$ cat config.mk
export PLATFORM = sky130hd
export DESIGN_NAME = async_tx_core
export DESIGN_NICKNAME = d
export VERILOG_FILES = /design/src/rtl/async_tx_core.sv
export SDC_FILE = /design/constraint.sdc
export NUM_CORES = 1
export LEC_CHECK = 0
export BUFFER_PORTS_ARGS = -buffer_cell sky130_fd_sc_hd__buf_2
export CORE_MARGIN = 3
export CORE_UTILIZATION = 58
export CTS_CLUSTER_SIZE = 12
export DETAILED_ROUTE_END_ITERATION = 6
export PLACE_DENSITY = 0.82
export REMOVE_ABC_BUFFERS = 1
export SYNTH_ARGS = -nofsm -noshare
export SYNTH_HDL_FRONTEND = slang
export SYNTH_SLANG_ARGS = --single-unit
export TNS_END_PERCENT = 30
$ cat constraint.sdc
create_clock -name clk -period 4.6 [get_ports clk]
set_clock_uncertainty 0.05 [all_clocks]
set_input_delay 0 -clock clk [delete_from_list [all_inputs] [get_ports clk]]
set_output_delay 0 -clock clk [all_outputs]
set_load 0.005 [all_outputs]
$ cat src/rtl/async_tx_core.sv
module async_tx_core #(
  parameter int W = 8
) (
  input  logic         clk,
  input  logic         rst_n,
  input  logic         bit_tick,
  input  logic         tx_en,
  input  logic         nine_bit,
  input  logic         tx_inv,
  input  logic         tie,
  input  logic         wr,
  input  logic [W:0]   din,
  output logic         txd,
  output logic         tx_empty,
  output logic         tx_done,
  output logic         irq
);
  localparam int SW = W + 3;
  localparam int CW = $clog2(SW + 1);

  logic [W:0]    hold;
  logic          full, en_q, pend, busy;
  logic [SW-1:0] sh;
  logic [CW-1:0] cnt;

  wire rise      = tx_en & ~en_q;
  wire last      = busy && (cnt == CW'(1));
  wire lose      = rise && (!busy || last);
  wire can_load  = bit_tick && tx_en && (!busy || last);
  wire take_idle = can_load && (pend || rise);
  wire take_data = can_load && !(pend || rise) && full;
  wire [CW-1:0] flen = nine_bit ? CW'(W + 3) : CW'(W + 2);

  always_ff @(posedge clk) begin
    if (!rst_n) begin
      en_q <= 1'b0;
      pend <= 1'b0;
      full <= 1'b0;
      busy <= 1'b0;
      sh   <= '1;
      cnt  <= '0;
      hold <= '0;
      txd  <= 1'b1;
    end else begin
      en_q <= tx_en;
      txd  <= (busy ? sh[0] : 1'b1) ^ tx_inv;
      if (rise) pend <= 1'b1;
      if (take_idle) begin
        sh   <= '1;
        cnt  <= flen;
        busy <= 1'b1;
        pend <= 1'b0;
      end else if (take_data) begin
        sh   <= {1'b1, (nine_bit ? hold[W] : 1'b1), hold[W-1:0], 1'b0};
        cnt  <= flen;
        busy <= 1'b1;
      end else if (bit_tick && busy) begin
        if (last) busy <= 1'b0;
        else begin
          sh  <= {1'b1, sh[SW-1:1]};
          cnt <= cnt - CW'(1);
        end
      end
      if (wr) begin
        hold <= din;
        full <= 1'b1;
      end else if (take_data || lose) begin
        full <= 1'b0;
      end
    end
  end

  assign tx_empty = ~full;
  assign tx_done  = ~busy & ~full & ~pend;
  assign irq      = tie & ~full;

  a_r2_idle_level: assert property (@(posedge clk) disable iff (!rst_n)
    !busy |=> txd == ~$past(tx_inv));
  a_r5_write_fills: assert property (@(posedge clk) disable iff (!rst_n)
    wr |=> !tx_empty);
  a_r7_stay_off: assert property (@(posedge clk) disable iff (!rst_n)
    (!tx_en && !busy) |=> !busy);
  a_r4_count_range: assert property (@(posedge clk) disable iff (!rst_n)
    busy |-> (cnt >= CW'(1) && cnt <= CW'(SW)));
  a_r9_discard: assert property (@(posedge clk) disable iff (!rst_n)
    (lose && !wr) |=> tx_empty);
endmodule

== Word level (Yosys, flattened, before mapping) ==
Index checks and enable logic that the tools add are counted.
Cells by class
  reduce and logical (&&, ||, !) cells: 21
  muxes and demuxes: 16
  add/sub/neg operators: 1
  bitwise gates (word level): 10
  equality and inequality tests: 3
Operators by type and width (number)
  two-way mux 10 bit: 3
  two-way mux 4 bit: 4
  two-way mux 1 bit: 9
  logical AND 1 bit: 8
  AND reduction 2 bit: 3
  nonzero test 3 bit: 2
  inverter 1 bit: 5
  bitwise AND 1 bit: 4
  == test 4 x 1 -> 1 bit (second input constant): 1
  nonzero test 2 bit: 2
  subtractor 4 x 1 -> 4 bit (second input constant): 1
  logical OR 1 bit: 3
  != test 3 x 1 -> 1 bit (second input constant): 1
  logical NOT 1 bit: 2
  != test 2 x 1 -> 1 bit (second input constant): 1
  OR reduction 2 bit: 1
  bitwise XOR 1 bit: 1
Word-level totals
  bits of input ports: 17
  word-level logic and storage cells: 59
  output and inout bits: 4
  register bits: 28

== Depth between registers and ports, before layout ==
Gate-level depths: netlist of run 1.
  word-level depth: 9
  gate-level depth with buffers: 8
  gate-level depth less buffers: 6

== Least setup slack after synthesis of run 1 ==
Ideal clock, no wire load.
  path kind: reg2reg
  start point: register cnt[1]
  end point: register cnt[0]
  library setup time: 123 ps
  data required time: 4427 ps
  setup slack: 2896 ps
  cell stages (with the launch flop): 8
  buffers on the path: 1
  data arrival time: 1531 ps
  path through: dfxtp_1 -> inv_1 -> ha_1 -> or3b_1 -> buf_6 -> a211o_4 -> o21ai_1 -> nor3b_2
On the way
  cells in the longest elaborated chain, start to end: 8
  elaborated cells between the ends (all ways): 12
  classes of those cells: eq/ne (2); mux (2); reduce/logical (8)
Ends and longest elaborated chain
  start, declared: line 24  | logic [CW-1:0] cnt;
  start signal, assigned: line 50  | cnt <= flen;
  start signal, assigned: line 55  | cnt <= flen;
  start signal, assigned: line 61  | cnt <= cnt - CW'(1);
  == test 4 x 1 -> 1 bit *: line 27  | wire last = busy && (cnt == CW'(1));
  logical AND 1 bit *: line 27
  logical OR 1 bit: line 29  | wire can_load = bit_tick && tx_en && (!busy || last);
  logical AND 1 bit: line 29
  logical AND 1 bit (2 in a row): line 31  | wire take_data = can_load && !(pend || rise) && full;
  != test 3 x 1 -> 1 bit (no line), or another cell as far along
  AND reduction 2 bit (no line) / two-way mux 4 bit (equally long branches)
Mark *: on every way between the ends. The rest lies on a longest branch, timed or not.
A chain may end at the register's enable or synchronous reset.

== Worst setup path in the final report of run 1 ==
  start point: register cnt[1]
  end point: register sh[0]
On the way
  cells in the longest elaborated chain, start to end: 8
  elaborated cells between the ends (all ways): 12
  classes of those cells: eq/ne (2); mux (1); reduce/logical (9)
Ends and longest elaborated chain
  == test 4 x 1 -> 1 bit *: line 27
  logical AND 1 bit *: line 27
  logical OR 1 bit: line 29
  logical AND 1 bit: line 29
  logical AND 1 bit (2 in a row): line 31
  != test 2 x 1 -> 1 bit (no line) / nonzero test 2 bit (equally long branches)
  AND reduction 2 bit (no line)
  end signal, assigned: line 54  | sh <= {1'b1, (nine_bit ? hold[W] : 1'b1), hold[W-1:0], 1'b0};
  end signal, assigned: line 60  | sh <= {1'b1, sh[SW-1:1]};
  end, declared: line 23  | logic [SW-1:0] sh;
Marks and branches as above.

==> summary.txt, run 1 <==
Place
  • GPL Wtd Cong: 0.762
  • Count of input and output buffers: 20
  • Placed cell areas: 1350 sq um
  • Cells after DPL: 164
  • Hpwl dp: ~1700 microns

Die
  • Starting density of the core: between 60% and 70%
  • Die Span Y: 52.5 microns
  • Core outline area: between 2000 and 2500 sq um
  • Top Ports: 21
  • Die width: 52.5 microns
  • Site row count: 16
  • Total die area: 2750 sq um

Clock tree
  • Num CTS Buffers: 3
  • Root buf cell: clkbuf_4
  • TritonCTS clock tree: done
  • Skew-Pair Late Insertion Delay: 0.34 ns
  • H-tree levels: 1
  • Post-CTS setup repair buffer count: 0
  • Reg clk slew, reported paths: 0.14 ns
  • Post-CTS Resized: 0
  • CTS Sinks: 28
  • # hold bufs at CTS: 23
  • Max clock buf depth: 2

Synthesis
  • Post-Synth Simple-Gate Area: 18.6%
  • Syn Std Cell Area: 1250 sq um
  • Synth top area share: 44.8%
  • Mux cell area share after synthesis: approximately 8%
  • Post-synthesis compound-gate area fraction: 19.9%
  • Synth top area cells: dfxtp_1 45%, mux2i_1 8.0%, a222oi_1 5.6%
  • Synth area leader: dfxtp_1
  • XOR/XNOR Fraction of Synth Area: 2.10%
  • Synthesis-stage register bit count: 28
  • Seq/Total Area, Yosys: about 45%
  • Synthesis Warnings: 0
  • Largest family of logic cells by synthesized area: compound AO/OA/AOI/OAI gates
  • Post-synth cell types: 35
  • Post-synthesis adder-cell area fraction: between 1.5 and 2%
  • Synth Area per Inst: about 10 sq um
  • Post-Synthesis Cells: 123

GRT
  • Total Routing Usage GR: a little under a quarter
  • First-pass GRT wire length: between 4000 and 5000 microns
  • GR Overflow Total: 0
  • Initial antenna violation count: 0
  • Largest net degree at the start of global routing: 19
  • Vias in the first global route: 1001

Cells and area
  • Cell Count, Final, Fillers Out: 191
  • Synthesis-to-layout area growth: 28.8%
  • Commonest non-fill, non-tap cells in the layout: 28 x dfxtp_1, 23 x dlygate4sd3_1, 20 x buf_2
  • Multi-input logic area: 633 sq um
  • FF/Latch Area: 561 sq um
  • Ant diodes: 0
  • Commonest non-fill, non-tap cell in the layout: dfxtp_1
  • Final layout net count: 184
  • Filler cell count in the final layout: 133
  • Final Instance Area: 1610 sq um
  • Fraction of layout cells with a size suffix above 1: around a fifth

Job
  • Max-cap violations: 0

Detailed routing
  • Vias: 1062
  • Detail-routed net length per standard cell: between 10 and 15 microns
  • Vias per cell: between 5 and 6
  • Met3 routed WL: 163 microns
  • DRC viols: 0
  • Iter 0 DRT Violations: 47
  • Highest routed layer: met4
  • Routed wl met2: about 1300 microns
  • First-pass iteration count of the detailed router: 4
  • Drt total wl: 2610 microns
  • Antenna Nets Post-Route: 0
  • Met1 Wirelength: ~1100 microns

Hold path
  • Hold crit path type: in2reg

Timing
  • Fin crit share: 55.3%
  • Final hold viol count: 0
  • Setup TNS after final layout: 0 ns
  • RSZ-0062 raised after global routing: no
  • Fin crit period: roughly 2.5 ns
  • Slew Viols, Final: 0
  • Final Setup Violations: 0
  • Achievable Freq: just under 0.4 GHz
  • Worst-Margin Slew: approximately 1.2 ns
  • Slew margin rel.: 21.8%

Power and ir drop
  • PwrDens: 293 nW/um^2
  • Leakage power: 0.693 nW
  • Worst vdd ir: 0.268 mV

Critical path
  • CP max stage delay: between 0.9 and 1 ns
  • Crit path arrival time: 2.67 ns
  • Critical path class: reg2reg
  • Critical path startpoint category: flop
  • Max Fanout on Critical Path: 11
  • CP max stage cell: a21boi_0
  • WP data required: 4.73 ns
  • Worst Setup End Kind: flop
  • Crit-path cells: inv_1 -> ha_1 -> or3b_1 -> nand2_1 -> a21boi_0 -> o21ai_0

Run status
  • Status: finished, final reports clean
power by group:
group	internal (mW)	switching, mW
sequential	0.257	0.0114
combinational	0.0449	0.0364
clock	0.0487	0.0733
total	0.351	0.121
through the flow:
stage / worst slack, ns / utilization (%) / hold WS (ns) / total power, mW
after floorplan: 2.48 / - / 0.0119 / 0.315
after global placement: 2.20 / 67.3 / 0.177 / 0.335
after detailed placement: 2.05 / 67.3 / 0.189 / 0.339
after CTS: 2.03 / 80.6 / 0.0405 / 0.471
after global routing: 1.65 / 80.6 / 0.0389 / 0.500
final: 2.06 / 80.6 / 0.0431 / 0.472
registers in the layout, summed over array words and instances, names as in the netlist:
register,count
busy,1
full,1
en_q,1
sh,10
hold,9
cnt,4
txd,1
pend,1
synth_stat cells (all sizes together):
cell,number
dfxtp,28
nand2,11
nor2b,11
mux2i,10
a222oi,7
o21ai,7
a21boi,6
inv,5
buf,4
nor3,4
nand3,3
nor3b,3
a211oi,2
and2,2
clkbuf,2
ha,2
nand2b,2
xnor2,2
a211o,1
a21oi,1
a2bb2oi,1
a31oi,1
and3,1
and3b,1
nand3b,1
nor2,1
o211ai,1
o21a,1
or3b,1
xor2,1
worst max-delay path: cells and delay by family (launching register included):
kind / cells / cell delay (ns)
adders and majority gates: 1 / 0.18
AOI/OAI and AO/OA: 2 / 1.13
buffers and inverters: 1 / 0.07
DFF: 1 / 0.38
and+or+nand+nor: 2 / 0.57
final timing paths:
check | start | to | slack, ns | cells past startpoint
worst max register to register | cnt[1] | sh[0] | 2.06 | 6
worst min-delay path | wr | full | 0.04 | 2
worst max-delay path | cnt[1] | sh[0] | 2.06 | 6
worst min register to register | sh[7] | sh[7] | 0.45 | 2
layout make-up:
cell class,instances,area share (%)
tap,27,2.09
multi-input combinational,84,39.3
timing repair buffer,43,20.5
clock buffer,4,2.25
inverter,5,1.16
sequential,28,34.8
routing by layer:
| metal | vias to the layer above | global-route usage [%] |
|---|---|---|
| met5 | - | 0 |
| met2 | 31 | 38.2 |
| met3 | 4 | 8.83 |
| met4 | 0 | 8.94 |
| li1 | 524 | - |
| met1 | 503 | 27.4 |
logic make-up (layout without fill, tap and decap cells):
family | count (synthesis) | in the layout
flip-flops | 28 | 28
AND/OR/NAND/NOR | 41 | 41
multiplexers | 10 | 10
adder cells (fa/ha/maj) | 2 | 2
AO/OA/AOI/OAI | 28 | 28
buffers and inverters | 11 | 52
XOR/XNOR | 3 | 3
No activity file was read; power rests on OpenSTA's default activity.
==> inputs of run 2 (changes only) <==
--- a/config.mk
+++ b/config.mk
@@ -5,12 +5,13 @@
 export SDC_FILE = /design/constraint.sdc
 export NUM_CORES = 1
 export LEC_CHECK = 0
+export ABC_AREA = 1
 export BUFFER_PORTS_ARGS = -buffer_cell sky130_fd_sc_hd__buf_2
 export CORE_MARGIN = 3
-export CORE_UTILIZATION = 58
+export CORE_UTILIZATION = 53
 export CTS_CLUSTER_SIZE = 12
 export DETAILED_ROUTE_END_ITERATION = 6
-export PLACE_DENSITY = 0.82
+export PLACE_DENSITY = 0.76
 export REMOVE_ABC_BUFFERS = 1
 export SYNTH_ARGS = -nofsm -noshare
 export SYNTH_HDL_FRONTEND = slang
==> constraint.sdc (replaced) <==
create_clock -name clk -period 2.5 [get_ports clk]
set_clock_uncertainty 0.05 [all_clocks]
set_input_delay 0 -clock clk [delete_from_list [all_inputs] [get_ports clk]]
set_output_delay 0 -clock clk [all_outputs]
set_load 0.005 [all_outputs]
==> summary.txt, run 2 <==
Run status
  • Status: finished, final reports clean

Cells and area
  • Ant diodes: 0 (unchanged)
  • Commonest non-fill, non-tap cell in the layout: dfxtp_1
  • Commonest non-fill, non-tap cells in the layout: 28 x dfxtp_1, 24 x dlygate4sd3_1, 22 x inv_1
  • Final core occ: 77.1% (-3.5 points)
  • Largest Register: sh
  • Biggest registers after layout: sh: 10 flops, hold: 9 flops, cnt: 4 flops
  • Synthesis-to-layout area growth: 30.4%
  • Final layout net count: 225 (+22%)
  • Max FFs per register: 10 (unchanged)
  • Fraction of layout cells with a size suffix above 1: 16.2% (-2.7 points)
  • Final Instance Area: 1590 sq um (-1.5%)
  • Cell Count, Final, Fillers Out: 231 (+21%)

Detailed routing
  • Detail-routed net length per standard cell: 13.2 microns (-3.6%)
  • Antenna Nets Post-Route: 0 (unchanged)
  • Vias: 1232 (+16%)
  • First-pass iteration count of the detailed router: 4 (unchanged)
  • Vias per cell: 5.33 (-4.1%)
  • DRC viols: 0 (unchanged)
  • Drt total wl: 3050 microns (+17%)
  • Iter 0 DRT Violations: 33 (-30%)

GRT
  • Initial antenna violation count: 0 (unchanged)
  • Total Routing Usage GR: 25.0% (+1.6 points)
  • First-pass GRT wire length: 5210 microns (+15%)
  • Vias in the first global route: 1186 (+18%)
  • GR Overflow Total: 0 (unchanged)
  • Largest net degree at the start of global routing: 18 (-1)

Die
  • Die Span Y: 54.0 microns (+2.8%)
  • Core outline area: 2060 sq um (+3.0%)
  • Starting density of the core: 59.1% (-3.5 points)
  • Site row count: 16 (unchanged)
  • Total die area: 2910 sq um (+5.7%)
  • Die width: 54.0 microns (+2.8%)
  • Top Ports: 21 (unchanged)

Timing
  • Fin crit share: 82.2% (+27 points)
  • RSZ-0062 raised after global routing: no
  • Final Setup Violations: 0 (unchanged)
  • Hold Slack: 0.0537 ns (+0.0106 ns)
  • Achievable Freq: 0.487 GHz (+24%)
  • Final worst setup slack: 0.445 ns (-1.61 ns)
  • Setup TNS after final layout: 0 ns (unchanged)
  • Slew Viols, Final: 0 (unchanged)
  • Final hold viol count: 0 (unchanged)
  • Worst-Margin Slew: 0.411 ns (-0.751 ns)
  • Slew margin rel.: 72.5% (+51 points)
  • Fin crit period: 2.05 ns (-0.487 ns)

Critical path
  • Max Fanout on Critical Path: 15 (+4)
  • WP data required: 2.72 ns (-2.01 ns)
  • Reg2reg start: cnt[1]
  • CP max stage delay: 0.56 ns (-0.36 ns)
  • R2R depth: 10 (+4)
  • FF-to-FF setup slack: 0.45 ns (-1.61 ns)
  • Worst Setup End Kind: flop
  • Crit path arrival time: 2.28 ns (-0.39 ns)
  • CP max stage cell: dlygate4sd3_1
  • Crit-path cells: inv_1 -> ha_1 -> nand2_2 -> nand2_2 -> nand4_4 -> nand2_1 -> nand2_1 -> nand3_1 -> dlygate4sd3_1 -> nor2_1
  • Reg2reg end: cnt[0]
  • Critical path startpoint category: flop
  • Critical path class: reg2reg

Hold path
  • Min-Delay Endpoint: busy
  • Hold crit path type: in2reg
  • Hold_sp: bit_tick
  • Cells on Worst Hold Path: 4 (+2)

Clock tree
  • Root buf cell: clkbuf_4
  • Max clock buf depth: 2 (unchanged)
  • Num CTS Buffers: 3 (unchanged)
  • # hold bufs at CTS: 24 (+4.3%)
  • Skew-Pair Late Insertion Delay: 0.33 ns (about the same)
  • TritonCTS clock tree: done
  • H-tree levels: 1 (unchanged)
  • Reg clk slew, reported paths: 0.14 ns (about the same)
  • CTS Sinks: 28 (unchanged)
  • Post-CTS setup repair buffer count: 0 (unchanged)
  • Post-CTS Resized: 0 (unchanged)

Synthesis
  • Synth Flop Type: dfxtp_1
  • Post-synth cell types: 25 (-29%)
  • Post-Synthesis Cells: 161 (+31%)
  • Synth Area per Inst: 7.57 sq um (-26%)
  • Synthesis Warnings: 0 (unchanged)
  • Post-synthesis async set-or-reset flop share: 0% (unchanged)
  • Seq/Total Area, Yosys: 46.0% (+1.2 points)
  • Syn Std Cell Area: 1220 sq um (-2.7%)
  • Synth area leader: dfxtp_1
  • Count leader, synth: dfxtp_1
  • Synth top area share: 46.0% (+1.2 points)
  • Post-synth EDFFs: 0 (unchanged)
  • Synthesis-stage register bit count: 28 (unchanged)
  • Synth top area cells: dfxtp_1 46%, a21oi_1 8.6%, inv_1 6.8%
  • Post-synth top cells: 28 x dfxtp_1, 22 x inv_1, 21 x a21oi_1

Place
  • GPL Wtd Cong: 0.815 (+7.0%)
  • Placed cell areas: 1330 sq um (-1.5%)
  • Count of input and output buffers: 20 (unchanged)
  • Cells after DPL: 204 (+24%)
  • Hpwl dp: 1770 microns (+5.3%)
  • DP Worst Slack: 0.956 ns (-1.09 ns)

Power and ir drop
  • PwrDens: 540 nW/um^2 (+84%)
  • Leakage power: 0.753 nW (+8.6%)
  • Worst vdd ir: 0.414 mV (+55%)
  • Total design power: 0.858 mW (+82%)

Job
  • Max-cap violations: 0 (unchanged)
[run 2: changes by cell type after synthesis, sizes merged, moves of 6 or more]
cell / previous run / this run
a21oi: 1 / 21
nand2: 11 / 22
a21boi: 6 / 0
o21ai: 7 / 13
nand3: 3 / 16
nor2: 1 / 21
nor2b: 11 / 0
mux2i: 10 / 0
inv: 5 / 25
a222oi: 7 / 0
[run 2: critical path: cells and delay by family, from the launching register on]
family	cells	cell delay [ns]
adder cells (fa/ha/maj)	1	0.19
buffers and inverters	2	0.63
flip-flops	1	0.38
AND/OR/NAND/NOR	7	0.73
[run 2: layout make-up]
type	instances	area [sq um]
Clock buffer	3	22.5
Fill cell	163	473
Inverter	25	93.8
Multi-Input combinational cell	104	538
Sequential cell	28	561
Tap cell	27	33.8
Timing Repair Buffer	44	340
[run 2: power by group]
group	leakage (nW)	internal [mW]	total [mW]	switching [mW]
clock network	0.0138	0.0567	0.184	0.128
registers	0.231	0.479	0.501	0.0219
logic	0.508	0.0819	0.173	0.0906
[run 2: per-layer routing]
layer,global-route usage (%),vias up,share of wire [%]
met5,0,-,0
met4,14.5,0,3.9
met3,4.43,16,6.3
met2,40.5,49,49
met1,30.7,560,40
li1,-,607,-
[run 2: kinds of logic (layout without fill, tap and decap cells)]
logic type / Yosys count / in the layout / share of synthesized area, %
flip-flops: 28 / 28 / 46.0
XOR/XNOR: 2 / 2 / 1.44
AND/OR/NAND/NOR: 64 / 64 / 25.6
buffers and inverters: 29 / 72 / 9.86
adder cells (fa/ha/maj): 2 / 2 / 2.05
AO/OA/AOI/OAI: 36 / 36 / 15.1
[run 2: worst max-delay path by stage]
stage,start,endpoint,slack (ns),cells past startpoint
2_1_floorplan,cnt[1],sh[1],1.13,9
3_3_place_gp,cnt[0],sh[7],1.01,8
3_5_place_dp,cnt[0],sh[6],0.96,8
4_1_cts,cnt[1],cnt[0],0.45,10
5_1_grt,cnt[1],cnt[0],0.24,10
6_report,cnt[1],cnt[0],0.45,10
==> inputs of run 3 (changes only) <==
--- a/config.mk
+++ b/config.mk
@@ -8,10 +8,10 @@
 export ABC_AREA = 1
 export BUFFER_PORTS_ARGS = -buffer_cell sky130_fd_sc_hd__buf_2
 export CORE_MARGIN = 3
-export CORE_UTILIZATION = 53
+export CORE_UTILIZATION = 48
 export CTS_CLUSTER_SIZE = 12
 export DETAILED_ROUTE_END_ITERATION = 6
-export PLACE_DENSITY = 0.76
+export PLACE_DENSITY = 0.73
 export REMOVE_ABC_BUFFERS = 1
 export SYNTH_ARGS = -nofsm -noshare
 export SYNTH_HDL_FRONTEND = slang
==> constraint.sdc (replaced) <==
create_clock -name clk -period 1.6 [get_ports clk]
set_clock_uncertainty 0.05 [all_clocks]
set_input_delay 0 -clock clk [delete_from_list [all_inputs] [get_ports clk]]
set_output_delay 0 -clock clk [all_outputs]
set_load 0.005 [all_outputs]
==> summary.txt, run 3 (synthesis gave the netlist of run 2 again) <==
Clock tree
  • CTS Sinks: 28 (unchanged)
  • H-tree levels: 1 (unchanged)
  • Skew-Pair Late Insertion Delay: 0.32 ns (about the same)
  • Max clock buf depth: 2 (unchanged)
  • Root buf cell: clkbuf_4
  • Num CTS Buffers: 3 (unchanged)
  • TritonCTS clock tree: done
  • Reg clk slew, reported paths: 0.15 ns (about the same)

Detailed routing
  • Vias per cell: 5.10 (-4.4%)
  • Detail-routed net length per standard cell: 12.6 microns (-4.6%)
  • Antenna Nets Post-Route: 0 (unchanged)
  • Iter 0 DRT Violations: 45 (+36%)
  • Vias: 1219 (-1.1%)
  • DRC viols: 0 (unchanged)
  • First-pass iteration count of the detailed router: 4 (unchanged)
  • Drt total wl: 3010 microns (-1.2%)

Job
  • Max-cap violations: 0 (unchanged)

Critical path
  • Critical path startpoint category: input port
  • WP data required: 1.76 ns (-0.96 ns)
  • Max Fanout on Critical Path: 9 (-6)
  • R2R depth: 9 (-1)
  • Critical path buffers and inverters: 4 (+2)
  • Crit-path cells: dlygate4sd3_1 -> buf_2 -> clkinvlp_4 -> o21ai_0 -> dlygate4sd3_1 -> a21oi_1
  • Critical path class: in2reg
  • Reg2reg end: sh[5]
  • Cell family with most CP delay: buffers and inverters
  • Crit path arrival time: 1.70 ns (-0.58 ns)
  • Worst Setup End Kind: flop
  • CP max stage delay: 0.57 ns (about the same)
  • FF-to-FF setup slack: 0.08 ns (-0.37 ns)
  • Reg2reg start: cnt[1]
  • Cell mode on critical path: dlygate4sd3_1
  • CP max stage cell: dlygate4sd3_1

Place
  • Count of input and output buffers: 20 (unchanged)
  • GPL Wtd Cong: 0.822 (+0.88%)
  • Hpwl dp: 1700 microns (-3.8%)
  • DP Worst Slack: 0.0210 ns (-0.935 ns)

GRT
  • First-pass GRT wire length: 4750 microns (-8.9%)
  • Total Routing Usage GR: 18.3% (-6.7 points)
  • Largest net degree at the start of global routing: 18 (unchanged)
  • GR Util met3: 2.30% (-2.1 points)
  • M2 GR Usage: 32.1% (-8.5 points)
  • GR Overflow Total: 0 (unchanged)
  • M1 GR Usage: 23.6% (-7.1 points)
  • GR peak layer: met2
  • Initial antenna violation count: 0 (unchanged)
  • Vias in the first global route: 1073 (-9.5%)

Hold path
  • Cells on Worst Hold Path: 4 (unchanged)
  • Min-Delay Endpoint: busy
  • Hold_sp: bit_tick
  • Hold crit path type: in2reg

Cells and area
  • Filler cell count in the final layout: 177 (+8.6%)
  • Max FFs per register: 10 (unchanged)
  • Synthesis-to-layout area growth: 38.0%
  • Commonest non-fill, non-tap cells in the layout: 27 x dfxtp_1, 24 x dlygate4sd3_1, 21 x inv_1
  • Ant diodes: 0 (unchanged)
  • FF/Latch Area: 562 sq um (+0.22%)
  • Fraction of layout cells with a size suffix above 1: 20.9% (+4.7 points)
  • Biggest registers after layout: sh: 10 flops, hold: 9 flops, cnt: 4 flops
  • Multi-input logic area: 549 sq um (+2.1%)
  • Final layout net count: 231 (+2.7%)
  • Largest Register: sh
  • Commonest non-fill, non-tap cell in the layout: dfxtp_1

Power and ir drop
  • Leakage power: 0.786 nW (+4.5%)
  • Worst vdd ir: 0.609 mV (+47%)
  • PwrDens: 903 nW/um^2 (+67%)

Timing
  • Slew margin rel.: 76.0% (+3.4 points)
  • Hold Slack: 0.0298 ns (-0.0239 ns)
  • Fin crit share: 96.2%
  • Final hold viol count: 0 (unchanged)
  • Final worst setup slack: 0.0614 ns (-0.384 ns)
  • Final Setup Violations: 0 (unchanged)
  • Slew Viols, Final: 0 (unchanged)
  • Fin crit period: 1.54 ns
  • RSZ-0062 raised after global routing: yes
  • Worst-Margin Slew: 0.360 ns (-0.0516 ns)
  • Achievable Freq: 0.650 GHz

Die
  • Total die area: 3180 sq um (+9.2%)
  • Die Span Y: 56.4 microns (+4.5%)
  • Die width: 56.4 microns (+4.5%)
  • Starting density of the core: 52.6% (-6.5 points)
  • Site row count: 17 (+1)
  • Core outline area: 2320 sq um (+12%)
  • Top Ports: 21 (unchanged)

Run status
  • Status: finished, final reports clean
==> run 3: worst register-to-register path: stages, from the launching register on <==
cell	delay, ns
dfxtp_2	0.37
inv_1	0.06
ha_1	0.18
nand2_2	0.12
nand2_4	0.08
nand4_4	0.15
buf_4	0.15
nor2_1	0.03
a21oi_1	0.13
nand3_1	0.09
==> run 3: metrics by stage <==
stage	instance area [sq um]	power [mW]	instances	utilization, %	TNS (ns)
6_report	1680	1.52	239	72.5	0
5_1_grt	1680	1.59	239	72.5	-0.108
4_1_cts	1630	1.51	234	70.2	0
3_5_place_dp	1340	1.00	206	57.6	0
3_3_place_gp	1340	0.997	206	57.6	0
2_1_floorplan	1190	0.935	157	-	0
==> run 3: power breakdown <==
group | switching (mW) | total (mW) | internal [mW]
sequential | 0.0330 | 0.782 | 0.749
clock | 0.203 | 0.456 | 0.253
combinational | 0.145 | 0.280 | 0.135
==> run 3: area by class of cell <==
type	instances	share of cell area [%]
flip-flops and latches	28	33.4
well taps	28	2.08
clock inverters	1	1.79
inverters	25	5.95
repair inverters	1	0.298
clock buffers	3	1.34
repair buffers	49	22.5
multi-input cells	104	32.7
==> run 3: timing repair <==
| item | in CTS | in global routing |
|---|---|---|
| endpoints found under the hold margin | 13 | 0 |
| hold buffers | 24 | 0 |
| endpoints found under the setup margin | 0 | 23 |
| setup buffers | 0 | 4 |
| resized for setup | 0 | 10 |
==> run 3: how the worst max path moves through the flow <==
stage          startpoint      end  slack [ns]  depth (start not counted)
2_1_floorplan      cnt[1]    sh[1]        0.23                          9
3_3_place_gp       cnt[1]    sh[5]        0.11                          9
3_5_place_dp       cnt[1]    sh[6]        0.02                          9
4_1_cts            cnt[1]    sh[6]        0.01                          9
5_1_grt            cnt[1]    sh[6]       -0.02                          9
6_report               wr  hold[4]        0.06                          6
==> run 3: per-layer routing <==
layer	wire length (microns)	vias to the layer above
met1	1290	565
met3	130	2
li1	-	621
met5	0	-
met4	18	0
met2	1560	31
